### config.mk
export PLATFORM = sky130hd
export DESIGN_NAME = intio_decoder
export DESIGN_NICKNAME = d
export VERILOG_FILES = /design/src/rtl/intio_pkg.sv /design/src/rtl/intio_prefix_split.sv /design/src/rtl/intio_cfg_reg.sv /design/src/rtl/intio_io_map.sv /design/src/rtl/intio_decoder.sv
export SDC_FILE = /design/constraint.sdc
export NUM_CORES = 1
export LEC_CHECK = 0
export BUFFER_PORTS_ARGS = -buffer_cell sky130_fd_sc_hd__buf_2
export CORE_MARGIN = 2
export CORE_UTILIZATION = 36
export CTS_CLUSTER_SIZE = 10
export DETAILED_ROUTE_END_ITERATION = 10
export PLACE_DENSITY = 0.78
export SETUP_SLACK_MARGIN = 0.5
export SKIP_CTS_REPAIR_TIMING = 1
export SLEW_MARGIN = 0
export SYNTH_ARGS = -nofsm -noshare
export SYNTH_HDL_FRONTEND = slang
export SYNTH_HIERARCHICAL = 1
export SYNTH_SLANG_ARGS = --single-unit
export TNS_END_PERCENT = 30
### constraint.sdc
create_clock -name clk -period 2.15 [get_ports clk]
set_input_delay 0 -clock clk [delete_from_list [all_inputs] [get_ports clk]]
set_output_delay 0 -clock clk [all_outputs]
set_load 0.02 [all_outputs]
### src/rtl/intio_pkg.sv
package intio_pkg;
    localparam int ADDR_W  = 64;
    localparam int PADDR_W = 64;
    localparam int PFX_W   = 3;
    localparam int SH_W    = ADDR_W - 3;
    localparam int OFF_W   = SH_W - PFX_W;
    localparam int PORT_W  = 16;
    localparam int CFG_W   = 32;
    localparam int IDX_W   = 16;

    typedef enum logic [1:0] {
        SP_IDENT = 2'd0,
        SP_REG   = 2'd1,
        SP_IO    = 2'd2,
        SP_OTHER = 2'd3
    } space_e;

    typedef struct packed {
        logic [PADDR_W-1:0] paddr;
        logic               uncache;
        logic               int_reg;
        logic               gp_fault;
        logic               err;
    } result_t;

    function automatic result_t res_zero();
        result_t r;
        r = '0;
        return r;
    endfunction

    function automatic space_e decode_space(input logic [PFX_W-1:0] code);
        case (code)
            3'd0:    return SP_IDENT;
            3'd1:    return SP_REG;
            3'd2:    return SP_IO;
            default: return SP_OTHER;
        endcase
    endfunction
endpackage

### src/rtl/intio_prefix_split.sv
module intio_prefix_split
    import intio_pkg::*;
#(
    parameter int AW  = ADDR_W,
    parameter int PW  = PFX_W,
    localparam int SW = AW - 3,
    localparam int OW = SW - PW
) (
    input  logic [AW-1:0] addr_i,
    output space_e        space_o,
    output logic [OW-1:0] offset_o
);
    logic [SW-1:0] shifted;

    always_comb begin
        shifted  = SW'(addr_i >> 3);
        space_o  = decode_space(shifted[SW-1 -: PW]);
        offset_o = shifted[OW-1:0];
    end
endmodule

### src/rtl/intio_cfg_reg.sv
module intio_cfg_reg #(
    parameter int W = 32
) (
    input  logic         clk,
    input  logic         rst,
    input  logic         load_i,
    input  logic [W-1:0] data_i,
    output logic [W-1:0] cfg_o
);
    always_ff @(posedge clk) begin
        if (rst)
            cfg_o <= '0;
        else if (load_i)
            cfg_o <= data_i;
    end
endmodule

### src/rtl/intio_io_map.sv
module intio_io_map
    import intio_pkg::*;
#(
    parameter int                OW       = OFF_W,
    parameter int                CW       = CFG_W,
    parameter logic [PADDR_W-1:0] IO_BASE  = 64'h2000_0000_0000_0000,
    parameter logic [PADDR_W-1:0] CFG_BASE = 64'h3000_0000_0000_0000,
    parameter int                CFG_IDX  = 'h40,
    parameter int                REG_BYTES = 8,
    parameter logic [PORT_W-1:0] ADDR_PORT = 16'hCF8,
    parameter logic [PORT_W-1:0] DATA_PORT = 16'hCFC
) (
    input  logic [OW-1:0] offset_i,
    input  logic [3:0]    size_i,
    input  logic [CW-1:0] cfg_i,
    output logic          addr_sel_o,
    output result_t       res_o
);
    logic [PORT_W-1:0] port;
    logic              in_range;
    logic              win_hit;

    always_comb begin
        port       = offset_i[PORT_W-1:0];
        in_range   = (offset_i[OW-1:PORT_W] == '0);
        win_hit    = ({port[PORT_W-1:2], 2'b00} == DATA_PORT);
        addr_sel_o = in_range && (port == ADDR_PORT) && (size_i == 4'd4);
        res_o      = res_zero();
        if (!in_range) begin
            res_o.err = 1'b1;
        end else if (addr_sel_o) begin
            res_o.int_reg = 1'b1;
            res_o.paddr   = PADDR_W'(CFG_IDX * REG_BYTES);
        end else if (win_hit && cfg_i[CW-1]) begin
            res_o.uncache = 1'b1;
            res_o.paddr   = CFG_BASE
                          | PADDR_W'({cfg_i[CW-2:2], 2'b00})
                          | PADDR_W'(port[1:0]);
        end else begin
            res_o.uncache = 1'b1;
            res_o.paddr   = IO_BASE | PADDR_W'(port);
        end
    end
endmodule

### src/rtl/intio_decoder.sv
module intio_decoder
    import intio_pkg::*;
#(
    parameter int AW        = ADDR_W,
    parameter int PW        = PFX_W,
    parameter int IW        = IDX_W,
    parameter int REG_BYTES = 8,
    localparam int OW       = AW - 3 - PW,
    localparam int SHIFT    = $clog2(REG_BYTES)
) (
    input  logic               clk,
    input  logic               rst,
    input  logic               req_valid,
    input  logic               req_write,
    input  logic [AW-1:0]      req_addr,
    input  logic [3:0]         req_size,
    input  logic [CFG_W-1:0]   req_wdata,
    output logic [OW-1:0]      msr_num_o,
    input  logic               msr_hit_i,
    input  logic [IW-1:0]      msr_idx_i,
    output logic [PADDR_W-1:0] paddr_o,
    output logic               uncache_o,
    output logic               int_reg_o,
    output logic               gp_fault_o,
    output logic               err_o
);
    space_e             space;
    logic [OW-1:0]      offset;
    logic [CFG_W-1:0]   cfg_q;
    logic               addr_sel;
    logic               cfg_we;
    result_t            io_res;
    result_t            res;

    intio_prefix_split #(.AW(AW), .PW(PW)) u_split (
        .addr_i   (req_addr),
        .space_o  (space),
        .offset_o (offset)
    );

    intio_io_map #(.OW(OW), .CW(CFG_W), .REG_BYTES(REG_BYTES)) u_io (
        .offset_i   (offset),
        .size_i     (req_size),
        .cfg_i      (cfg_q),
        .addr_sel_o (addr_sel),
        .res_o      (io_res)
    );

    assign cfg_we = req_valid && req_write && (space == SP_IO) && addr_sel;

    intio_cfg_reg #(.W(CFG_W)) u_cfg (
        .clk    (clk),
        .rst    (rst),
        .load_i (cfg_we),
        .data_i (req_wdata),
        .cfg_o  (cfg_q)
    );

    always_comb begin
        res = res_zero();
        if (req_valid) begin
            case (space)
                SP_IO:  res = io_res;
                SP_REG: begin
                    if (msr_hit_i) begin
                        res.int_reg = 1'b1;
                        res.paddr   = PADDR_W'(msr_idx_i) << SHIFT;
                    end else begin
                        res.gp_fault = 1'b1;
                    end
                end
                default: res.err = 1'b1;
            endcase
        end
    end

    assign msr_num_o  = offset;
    assign paddr_o    = res.paddr;
    assign uncache_o  = res.uncache;
    assign int_reg_o  = res.int_reg;
    assign gp_fault_o = res.gp_fault;
    assign err_o      = res.err;
endmodule

==> out/qor.yml <==
hold_slack_ps: -33.1
fin_worst_skew_ps: 0
arrival_ps: 1960
drc: 0
antenna_found_initial: 0
nets: 685
die_h_um: 95.3
power_frac_seq_pct: 37.4
fin_crit_ps: 1960
die-width_um: 95.3
pre_cts_slack_ps: 8.33
cts_tree: "built"
clk_pin_slew_ps: 70
grt_max_degree: 50
p_per_area_mw_per_mm2: 360
wl_um: 10400
port_buffers: 210
intPower_uw: 993
grt_usage_pct: 19.3
largest_reg_flops: 30
ys_warn_count: 6
endpoint_kind: "primary output"
maxSlewHeadroom_pct: 47.1
cts-buffers-inserted: 5
violations: "negative hold slack"
dieArea_mm2: 0.00908
cp_slowest_stage_delay_ps: 530
largestRegisters: "u_cfg/cfg_o (30)"
rsz0062_at_grt: "yes"
outcome: "finished, violations left"
core.rowCount: 33
worstSetupStartpointType: "input pin"
diodes: 0
ir_worst_vdd_v: 0.000257
power_frac_comb_pct: 30.4
crit_buf_inv: 4
synth.avg_cell_area_um2: 7.68
pin_count: 247
area_growth_pct: 37.3
clock.fmax_mhz: 511
netlist_area_mm2: 0.00300
path_cells: "buf_8 > or4_4 > nor4_4 > buf_4 > nand3_4 > nand3_4 > buf_6 > nor2_2 > a32oi_1 > nor2_1 > buf_4"
setup_tns_ps: 0
maxCapViolCount: 0
clock_power_share_pct: 32.2
place.gp.congestion: 0.915
num_vias: 3273
start_util_pct: 36.9
synthCells: 391
grt_pass1_vias: 2820
cts_buffer_depth: 2
finalWorstSetupSlack_ps: 194
holdCritPathClass: "input pin to flip-flop"
dp_hpwl_um: 7630
final_max_slew_viol_count: 0
p_leak_nw: 2.14
wire_per_inst_um: 15.6
timing_hold_violations_final: 7
core_mm2: 0.00813
drt_iter0_drc: 120
tightest_slew_ps: 794
cp.required_ps: 2150
critPathKind: "input pin to primary output"
drive_above_1_share_pct: 47.8
worst-path-max-fanout: 7
clk_latency_ps: 270
regToRegSetupSlack_ps: 1450
cp_top_family: "simple AND/OR/NAND/NOR gates"
grt_overflow: 0
top_register: "u_cfg/cfg_o"
clock_sinks: 30
first_pass_iters: 4
ant_nets: 0
critPathSlowestCell: "or4_4"
finalCritPeriodShare_pct: 91.0
root_buffer: "clkbuf_8"
htreeDepth: 2
viasPerCell: 4.90
grt_pass1_wl_um: 13600
swShare_pct: 33.1
power.switching_uw: 491
final-setup-viol-count: 0
worst paths after layout:
path	startpoint	to	cells after the start
setup reg to reg	u_cfg/cfg_o[11]	u_cfg/cfg_o[11]	2
hold / removal	req_wdata[17]	u_cfg/cfg_o[17]	3
setup / recovery	req_addr[17]	paddr_o[10]	11
hold reg to reg	u_cfg/cfg_o[24]	u_cfg/cfg_o[24]	2
worst reg2reg max path, delay by kind of cell (launching register included):
family           cells  cell delay (ps)
flip-flops           1              340
multiplexers         1              160
AND/OR/NAND/NOR      1               60
layer usage:
metal | GRT usage (%) | wire length (um) | up-vias
met1 | 24.8 | 4410 | 1516
met4 | 6.40 | 147 | 0
met5 | 0 | 0 | -
met3 | 3.72 | 847 | 12
met2 | 32.3 | 5020 | 182
li1 | - | - | 1563
per-stage QoR:
step | instances | hold WS, ps | utilization (%) | power, mW | area, um^2
global route | 668 | -19.3 | 50.7 | 1.55 | 4120
detailed placement | 630 | 237 | 43.1 | 0.964 | 3500
global placement | 630 | 232 | 43.1 | 0.957 | 3500
finish | 668 | -33.1 | 50.7 | 1.48 | 4120
floorplan | 422 | 72.4 | - | 0.907 | 3130
CTS | 638 | -49.7 | 44.2 | 1.44 | 3600
layout by cell type (no fill, tap or decap), drive strengths merged, types with 7 or more instances in the layout:
master,n
conb,32
a32oi,16
a21oi,11
and2,17
mux2i,30
buf,228
and3,53
clkbuf,7
nor4,11
nand2,16
dlygate4sd3,22
dfxtp,30
nor2,57
power groups by stage:
stage	clock network, mW	registers (mW)	logic [mW]
after floorplan	0	0.568	0.339
after global placement	0	0.568	0.389
after detailed placement	0	0.568	0.396
after CTS	0.490	0.555	0.397
after global routing	0.510	0.555	0.481
final	0.477	0.555	0.451
final cells by class:
type                            count  area, um^2
Sequential cell                    30         601
Clock inverter                      2        12.5
Fill cell                         745        4010
Multi-Input combinational cell    269        1750
Clock buffer                        6        82.6
Inverter                            5        21.3
Tap cell                          105         131
Timing Repair Buffer              251        1530
(Power assumes the default switching activity.)
